--- config.mk ---
export PLATFORM = sky130hd
export DESIGN_NAME = pk_detect_top
export DESIGN_NICKNAME = d
export VERILOG_FILES = /design/src/rtl/pk_pkg.sv /design/src/rtl/pk_abs.sv /design/src/rtl/pk_window.sv /design/src/rtl/pk_search.sv /design/src/rtl/pk_detect_top.sv
export SDC_FILE = /design/constraint.sdc
export NUM_CORES = 1
export LEC_CHECK = 0
export CORE_MARGIN = 4
export CORE_UTILIZATION = 35
export DETAILED_ROUTE_END_ITERATION = 16
export DONT_BUFFER_PORTS = 1
export SYNTH_ARGS = -nofsm -noshare
export SYNTH_HDL_FRONTEND = slang
export SYNTH_SLANG_ARGS = --single-unit
--- constraint.sdc ---
create_clock -name clk -period 28.9 [get_ports clk]
set_input_delay 5.78 -clock clk [delete_from_list [all_inputs] [get_ports clk]]
set_output_delay 5.78 -clock clk [all_outputs]
set_load 0.05 [all_outputs]
--- src/rtl/pk_pkg.sv ---
// Package pk_pkg: shared sizes for the peak level detector.
// Assumes samples are two's complement and phases are packed A first.
package pk_pkg;
    localparam int SMP_W   = 24;   // sample and magnitude width
    localparam int NPH     = 3;    // number of phases
    localparam int CNT_W   = 8;    // window length / counter width
    localparam int DEF_LEN = 16;   // window length after reset
endpackage

--- src/rtl/pk_abs.sv ---
// Module pk_abs: combinational absolute value of one signed sample.
// Assumes W >= 2. The most negative code saturates to the largest
// positive magnitude, so the magnitude MSB is always 0.
module pk_abs #(
    parameter int W = 24
) (
    input  logic [W-1:0] smp,
    output logic [W-1:0] mag
);
    localparam logic [W-1:0] MIN_NEG = {1'b1, {(W-1){1'b0}}};
    localparam logic [W-1:0] MAX_POS = {1'b0, {(W-1){1'b1}}};

    // magnitude with saturation of the single unrepresentable case
    always_comb begin
        if (!smp[W-1])
            mag = smp;
        else if (smp == MIN_NEG)
            mag = MAX_POS;
        else
            mag = ~smp + 1'b1;
    end
endmodule

--- src/rtl/pk_window.sv ---
// Module pk_window: zero-crossing counter that frames measurement windows.
// The counter runs at all times. A length write restarts it only when a
// phase is selected. win_end pulses on the pulse that completes a window.
// A length of 0 behaves as 1.
module pk_window #(
    parameter int CW      = 8,
    parameter int DEF_LEN = 16
) (
    input  logic          clk,
    input  logic          rst_n,
    input  logic          zx,
    input  logic          wr,
    input  logic [CW-1:0] wr_len,
    input  logic          any_sel,
    output logic          win_end
);
    logic [CW-1:0] len_q;
    logic [CW-1:0] cnt_q;
    logic [CW:0]   cnt_inc;
    logic          restart;

    assign restart = wr && any_sel;
    assign cnt_inc = {1'b0, cnt_q} + 1'b1;

    // a window closes on the pulse that brings the count up to the length
    assign win_end = zx && !restart && (cnt_inc >= {1'b0, len_q});

    // length register and half-cycle counter
    always_ff @(posedge clk) begin
        if (!rst_n) begin
            len_q <= CW'(DEF_LEN);
            cnt_q <= '0;
        end else begin
            if (wr)
                len_q <= wr_len;
            if (restart)
                cnt_q <= '0;
            else if (win_end)
                cnt_q <= '0;
            else if (zx)
                cnt_q <= cnt_inc[CW-1:0];
        end
    end

    // a length write with a phase selected restarts the count
    a_r6_restart: assert property (@(posedge clk) disable iff (!rst_n)
        restart |=> (cnt_q == '0));

    // without a pulse or a restart the count holds
    a_r5_hold: assert property (@(posedge clk) disable iff (!rst_n)
        (!zx && !restart) |=> $stable(cnt_q));
endmodule

--- src/rtl/pk_search.sv ---
// Module pk_search: running per-phase maxima and the peak/flags they give.
// peak_nxt and flags_nxt include the sample of the current cycle, so the
// top level can latch them in the cycle the window ends. Each maximum is
// cleared when the window ends. Unselected phases take no part.
module pk_search #(
    parameter int W   = 24,
    parameter int NPH = 3
) (
    input  logic           clk,
    input  logic           rst_n,
    input  logic           smp_valid,
    input  logic [NPH*W-1:0] smp_bus,
    input  logic [NPH-1:0] sel,
    input  logic           win_end,
    output logic [W-1:0]   peak_nxt,
    output logic [NPH-1:0] flags_nxt
);
    logic [W-1:0] mag      [NPH];
    logic [W-1:0] hold_q   [NPH];
    logic [W-1:0] hold_nxt [NPH];

    for (genvar p = 0; p < NPH; p++) begin : g_ph
        pk_abs #(.W(W)) u_abs (
            .smp (smp_bus[p*W +: W]),
            .mag (mag[p])
        );

        // next running maximum for this phase
        assign hold_nxt[p] = (smp_valid && sel[p] && (mag[p] > hold_q[p]))
                             ? mag[p] : hold_q[p];

        // running maximum, restarted at every window boundary
        always_ff @(posedge clk) begin
            if (!rst_n || win_end)
                hold_q[p] <= '0;
            else
                hold_q[p] <= hold_nxt[p];
        end

        // a stored magnitude never uses the sign position
        a_r1_hold_range: assert property (@(posedge clk) disable iff (!rst_n)
            !hold_q[p][W-1]);
    end

    // largest maximum among the selected phases, then the phases that hold it
    always_comb begin
        peak_nxt = '0;
        for (int p = 0; p < NPH; p++)
            if (sel[p] && (hold_nxt[p] > peak_nxt))
                peak_nxt = hold_nxt[p];
        for (int p = 0; p < NPH; p++)
            flags_nxt[p] = sel[p] && (hold_nxt[p] == peak_nxt);
    end
endmodule

--- src/rtl/pk_detect_top.sv ---
// Module pk_detect_top: multi-phase peak level detector for one channel.
// It frames windows in half line periods, latches peak magnitude and phase
// flags at each window end, and drives a status flag and an active-low
// interrupt. Assumes zx_pulse is one cycle wide per zero crossing.
module pk_detect_top
    import pk_pkg::*;
#(
    parameter int W       = SMP_W,
    parameter int P       = NPH,
    parameter int CW      = CNT_W,
    parameter int LEN_RST = DEF_LEN
) (
    input  logic           clk,
    input  logic           rst_n,
    input  logic           smp_valid,
    input  logic [P*W-1:0] smp_bus,
    input  logic           zx_pulse,
    input  logic [P-1:0]   phase_sel,
    input  logic           len_wr,
    input  logic [CW-1:0]  len_data,
    input  logic           irq_mask,
    input  logic           stat_clr,
    output logic [W+P-1:0] peak_result,
    output logic           peak_status,
    output logic           irq_n
);
    logic           win_end;
    logic [W-1:0]   peak_nxt;
    logic [P-1:0]   flags_nxt;
    logic [W+P-1:0] result_q;
    logic           status_q;

    pk_window #(.CW(CW), .DEF_LEN(LEN_RST)) u_win (
        .clk     (clk),
        .rst_n   (rst_n),
        .zx      (zx_pulse),
        .wr      (len_wr),
        .wr_len  (len_data),
        .any_sel (|phase_sel),
        .win_end (win_end)
    );

    pk_search #(.W(W), .NPH(P)) u_srch (
        .clk       (clk),
        .rst_n     (rst_n),
        .smp_valid (smp_valid),
        .smp_bus   (smp_bus),
        .sel       (phase_sel),
        .win_end   (win_end),
        .peak_nxt  (peak_nxt),
        .flags_nxt (flags_nxt)
    );

    // result word latched once per window
    always_ff @(posedge clk) begin
        if (!rst_n)
            result_q <= '0;
        else if (win_end)
            result_q <= {flags_nxt, peak_nxt};
    end

    // status flag: a window end sets it and wins over a clear
    always_ff @(posedge clk) begin
        if (!rst_n)
            status_q <= 1'b0;
        else if (win_end)
            status_q <= 1'b1;
        else if (stat_clr)
            status_q <= 1'b0;
    end

    assign peak_result = result_q;
    assign peak_status = status_q;
    assign irq_n       = !(status_q && irq_mask);

    // every window end leaves the status set
    a_r8_set: assert property (@(posedge clk) disable iff (!rst_n)
        win_end |=> peak_status);

    // a clear with no window end drops the status
    a_r9_clear: assert property (@(posedge clk) disable iff (!rst_n)
        (stat_clr && !win_end) |=> !peak_status);

    // the result moves only at a window end
    a_r4_stable: assert property (@(posedge clk) disable iff (!rst_n)
        !win_end |=> $stable(peak_result));

    // no flag appears for a phase that was not selected
    a_r3_flag_sel: assert property (@(posedge clk) disable iff (!rst_n)
        win_end |=> ((peak_result[W +: P] & ~$past(phase_sel)) == '0));

    // the latched peak never has its top bit set
    a_r1_peak_range: assert property (@(posedge clk) disable iff (!rst_n)
        !peak_result[W-1]);
endmodule

---- Word-level counts from Yosys, hierarchy flattened ----
Memories as Yosys holds them, arrays and structs flattened.
Cells that the tools add are included.
cells by class
  add/sub/neg operators ................... 4
  $mul .................................... 0
  divide/modulo/power cells ............... 0
  $lt $le $gt $ge ......................... 7
  eq/ne operators ......................... 6
  shift operators ......................... 0
  muxes and demuxes ....................... 20
  bitwise logic cells ..................... 7
  reduce and logical (&&, ||, !) cells .... 23
operators with widths
  operator                                                                          count
  24-bit 2-to-1 mux                                                                 15
  24-bit greater-than comparator                                                    5
  24-bit by 1-bit adder with 24-bit output, second input constant                   3
  24-bit == test                                                                    3
  24-bit == test, second input constant                                             3
  24-bit NOT                                                                        3
  24-bit by 1-bit greater-than comparator with 1-bit output, second input constant  1
  1-bit logical AND                                                                 16
  8-bit by 1-bit adder with 9-bit output, second input constant                     1
  9-bit by 8-bit greater-or-equal comparator with 1-bit output                      1
  3-bit OR reduction                                                                2
  1-bit 2-to-1 mux                                                                  5
  1-bit logical NOT                                                                 3
  1-bit OR                                                                          3
  2-bit nonzero test                                                                1
  1-bit logical OR                                                                  1
  1-bit NOT                                                                         1
word-level totals
  register bits after elaboration ......... 44
  latch bits .............................. 0
  RAM bits ................................ 72
  memory bits (read-only) ................. 0
  output and inout bits ................... 29
  logic and storage cells ................. 72
  memories ................................ 1
memories
  name           depth  width  read ports  clocked after memory_dff  write ports  line             RTL
  u_srch.hold_q  3      24     3           0                         3            pk_search.sv:19  logic [W-1:0] hold_q [NPH];

---- Logic depth before layout (Yosys ltp) ----
  word-level depth ........................ 18
  depth in mapped cells ................... 49

---- By module ----
Synthesis repeated with hierarchy kept, for this count alone.
unflattened totals
  cells, all modules ...................... 1643
  area total of the unflattened synthesis .. 12524.5 µm²
modules (own cells, without submodules)
  module         instances  cells each  area an instance (µm²)  sequential area each (µm²)
  pk_search      1          1082        8237.9                  1441.4
  pk_abs         3          123         750.7                   0.0
  pk_detect_top  1          91          1082.3                  560.5
  pk_window      1          101         952.2                   320.3

---- Worst setup path after synthesis ----
OpenSTA, ideal clock, no wires.
  path kind ............................... input -> register
  start point ............................. input smp_bus[0]
  end point ............................... register result_q[25] (netlist: peak_result[25])
  library setup time ...................... 0.096 ns
  data arrival time ....................... 15.383 ns
  data required time ...................... 28.804 ns
  setup slack ............................. 13.421 ns
  stages on the path ...................... 43
  cell sequence ........................... inv_1 -> ha_1 -> or4b_1 -> clkbuf_1 -> or3_1 -> or3_1 -> buf_2 -> buf_2 -> nand2_1 -> o21a_1 -> ha_1 -> nand4_1 -> nor4_1 -> o21ai_0 -> a31oi_2 -> or3_1 -> a31o_1 -> buf_6 -> [7 not listed] -> o21ai_0 -> o2111ai_1 -> nand2_1 -> o31ai_1 -> clkbuf_1 -> clkbuf_1 -> o21bai_1 -> ha_1 -> nand4_1 -> nor4_1 -> o31ai_1 -> a41oi_1 -> nor2_1 -> a21o_1 -> a222oi_1 -> o21ai_1 -> or4_1 -> o41ai_2
between the ends
  longest elaborated chain between the ends .. 18
  elaborated cells between the ends (all ways) .. 19
  those cells by class .................... add/sub (1); order compare (4); eq/ne (2); mux (6); bitwise (1); reduce/logical (5)
RTL lines
  item                                                       line                 RTL
  start: declaration                                         pk_detect_top.sv:16  input logic [P*W-1:0] smp_bus,
  24-bit NOT                                                 pk_abs.sv:20         mag = ~smp + 1'b1;
  24-bit by 1-bit adder with 24-bit output                   pk_abs.sv:20
  24-bit 2-to-1 mux                                          pk_abs.sv:17         else if (smp == MIN_NEG)
  24-bit 2-to-1 mux *                                        pk_abs.sv:15         if (!smp[W-1])
  24-bit greater-than comparator                             pk_search.sv:29      assign hold_nxt[p] = (smp_valid && sel[p] && (mag[p] > hold_q[p]))
  1-bit logical AND                                          pk_search.sv:29
  24-bit 2-to-1 mux *                                        pk_search.sv:30      ? mag[p] : hold_q[p];
  24-bit by 1-bit greater-than comparator with 1-bit output  pk_search.sv:49      if (sel[p] && (hold_nxt[p] > peak_nxt))
  [2 not listed]                                             n/a
  24-bit greater-than comparator                             pk_search.sv:49
  1-bit logical AND                                          pk_search.sv:49
  24-bit 2-to-1 mux *                                        pk_search.sv:49
  24-bit greater-than comparator                             pk_search.sv:49
  1-bit logical AND                                          pk_search.sv:49
  24-bit 2-to-1 mux *                                        pk_search.sv:49
  24-bit == test *                                           pk_search.sv:52      flags_nxt[p] = sel[p] && (hold_nxt[p] == peak_nxt);
  1-bit logical AND *                                        pk_search.sv:52
  end signal: assignment                                     pk_detect_top.sv:59  result_q <= {flags_nxt, peak_nxt};
  end: declaration                                           pk_detect_top.sv:30  logic [W+P-1:0] result_q;
Every way passes the cells marked *; elsewhere a longest branch is shown, timed or not.
A chain may end at the register's enable or synchronous reset.

---- Final worst setup path ----
Same ends and word-level chain as after synthesis.

==> impl_results.md <==
- Status: finished clean
- Final global-route overflow total: 0
- PD cells: 54.6 nW/µm²
- Root Driver: clkbuf_16
- Ys Warns: 0
- Critical path required time: 29,240 ps
- #FFs+latches synth: 116
- Fillers: 3,625
- Commonest cells in the netlist: nor2_1 (194), a21oi_1 (149), nand2_1 (149), ha_1 (132), inv_1 (129)
- Worst skew pair latency: 430 ps
- Post-synth EDFFs: 0
- WL final: 49.6 mm
- Clock buffer depth: 2
- Slew margin rel.: 0.279
- Hold Violations, Final: 0
- Period utilization: 0.594
- DRT met1 WL: 21.0 mm
- Ys flop type: dfxtp_1
- Gr usage total: 0.245
- Die area: 38,700 µm²
- Mapped Cells: 1,733
- Ys async rst share: 0
- TritonRoute pass-1 iters: 8
- Routed WL per cell: 22.8 µm
- ANT cells: 0
- Hold_ws: 489 ps
- Post-CTS Setup Bufs: 0
- CP arrival: 17,510 ps
- Die width: 197 µm
- Die Span Y: 197 µm
- Slew Viols, Final: 0
- CTS Buf Count: 17
- Initial Util: 0.358
- Fin area: 13,700 µm²
- Vias in the first global route: 12,388
- Core area: 34,800 µm²
- Largest net degree at the start of global routing: 58
- Leak pwr: 5.66 nW
- CP startpoint kind: input pin
- Detailed Route Iter0 Violations: 1,610
- Setup Crit Path Kind: input pin to flop
- Crit end category: flop
- Top routing layer used: met4
- Num Clock Sinks: 116
- Core Rows: 68
- DR vias: 13,490
- Max VDD drop: 0.0268 mV
- CP most frequent cell: ha_1
- Net count after synthesis: 1,955
- Post-DP HPWL: 38.2 mm
- Total Power: 747 µW
- Max Freq: 58.2 MHz
- Count leader, synth: nor2_1
- RSZ-0062 raised after global routing: no
- Sequential element share of the synthesized area: 0.186
- Dominant cells by area after synthesis: dfxtp_1 (19%), ha_1 (13%), a21oi_1 (6.0%), nor2_1 (5.8%), nand2_1 (4.5%)
- # IOs: 119
- HP Class: flop to flop
- Slowest cell on the critical path: o31a_2
- Area grow syn2layout: 9.82%
- Share of cells above drive strength 1: 0.0727
- DR vias/cell: 6.20
- TritonCTS clock tree: yes
- Met3 wire len: 5.53 mm
- Distinct cells, synth: 88
- CP Max Fanout: 54
- H-tree depth: 4
- First-pass GRT wire length: 74.7 mm
- Final TNS setup: 0 ps
- Syn avg cell area: 7.19 µm²
- Worst-margin pin slew: 1070 ps
- IO Port Bufs: 0
- Setup Skew: 18.1 ps
- DR WL met2: 21.1 mm
- Cell Area, Synth: 12,500 µm²
- Tmin final: 17,180 ps
- Area fraction of the dominant cell type after synthesis: 0.186
- Hold Buf Count CTS: 0
- Area leader, netlist: dfxtp_1
- Clock slew at reported path FFs: 70 ps
- Antenna viol nets, final: 0
- Antenna violations before repair: 0
- Post-cts sizing count: 0
- Endpoints failing setup: 0
- Placed Area: 13,000 µm²
- NumNets Final: 1,929
- Drt drc: 0
- Largest stage delay, worst path: 820 ps
- GPL Wtd Cong: 1.06
- Max Cap Violations: 0
-- routing by layer --
layer	track usage	up-vias
met5	0	-
met4	0.0770	0
met3	0.0559	137
met2	0.376	776
met1	0.343	6260
li1	-	6317
-- logic make-up after synthesis --
kind of cell | count (synthesis) | synth area share
AND/OR/NAND/NOR | 606 | 0.234
AO/OA/AOI/OAI | 517 | 0.273
buffers and inverters | 226 | 0.0718
adder cells (fa/ha/maj) | 132 | 0.133
flip-flops | 116 | 0.186
XOR/XNOR | 93 | 0.0654
multiplexers | 43 | 0.0363
-- layout by cell type (no fill, tap or decap), types with 9 or more instances in the layout --
| cell | Yosys | layout |
|---|---|---|
| or3_1 | 19 | 19 |
| nand2b_1 | 15 | 15 |
| dfxtp_1 | 116 | 116 |
| xnor2_1 | 38 | 38 |
| clkbuf_16 | 0 | 17 |
| nor3_1 | 32 | 32 |
| nor2_1 | 194 | 194 |
| o31ai_1 | 18 | 17 |
| nand3_1 | 38 | 38 |
| or4_1 | 16 | 16 |
| mux2_2 | 17 | 17 |
| mux2i_1 | 26 | 26 |
| and2_1 | 9 | 9 |
| o21ai_1 | 12 | 12 |
| o211ai_1 | 16 | 16 |
| nor4_1 | 34 | 34 |
| a22oi_1 | 16 | 16 |
| a21o_1 | 28 | 28 |
| and3_1 | 26 | 26 |
| inv_1 | 129 | 129 |
| a21oi_1 | 149 | 149 |
| nand4_1 | 39 | 39 |
| o21ai_0 | 99 | 98 |
| nand2_1 | 149 | 148 |
| a211oi_1 | 12 | 12 |
| a31oi_1 | 24 | 24 |
| buf_4 | 0 | 46 |
| ha_1 | 132 | 132 |
| o22ai_1 | 14 | 14 |
| o41ai_1 | 16 | 16 |
| o21a_1 | 14 | 14 |
| xor2_1 | 55 | 55 |
-- worst max-delay path, delay by kind of cell --
kind / cells / cell delay (ps)
AND/OR/NAND/NOR: 14 / 4230
AO/OA/AOI/OAI: 15 / 4980
buffers and inverters: 4 / 1420
adder cells (fa/ha/maj): 4 / 1000
-- sequential cells by signal, indices dropped and copies added (netlist names) --
register       count
u_win.len_q        8
u_srch.hold_q     72
u_win.cnt_q        8
peak_status        1
peak_result       27
-- power breakdown --
| group | switching (mW) | internal, mW | total (mW) | leakage [nW] |
|---|---|---|---|---|
| registers | 0.00672 | 0.168 | 0.175 | 0.944 |
| clock network | 0.0882 | 0.150 | 0.238 | 0.307 |
| logic | 0.217 | 0.117 | 0.334 | 4.41 |
-- metrics by stage --
stage               setup WS, ps  std cells   util
floorplan                  13420       1733      -
global placement           11890       2143  0.375
detailed placement         11560       2143  0.375
CTS                        12000       2175  0.393
global route               10960       2175  0.393
finish                     11720       2175  0.393
-- worst paths after layout --
| kind | startpoint | to | slack [ps] | cells after the start |
|---|---|---|---|---|
| worst max-delay path | smp_bus[0] | peak_result[25]$_SDFFE_PN0P_ | 11720 | 37 |
| worst min-delay path | u_win.len_q[2]$_SDFFE_PN0P_ | u_win.len_q[2]$_SDFFE_PN0P_ | 490 | 2 |
| worst max register to register | u_srch.hold_q[0][16]$_SDFF_PP0_ | peak_result[25]$_SDFFE_PN0P_ | 18880 | 31 |
| worst min register to register | u_win.len_q[2]$_SDFFE_PN0P_ | u_win.len_q[2]$_SDFFE_PN0P_ | 490 | 2 |
-- layout make-up --
type	instances	area, µm²	share of cell area
multi-input cells	1391	9290	0.679
flip-flops and latches	116	2320	0.170
well taps	455	569	0.0416
inverters	135	507	0.0370
clock buffers	19	453	0.0331
repair buffers	46	345	0.0252
clock inverters	13	195	0.0143
No activity file was read; power rests on OpenSTA's default activity.
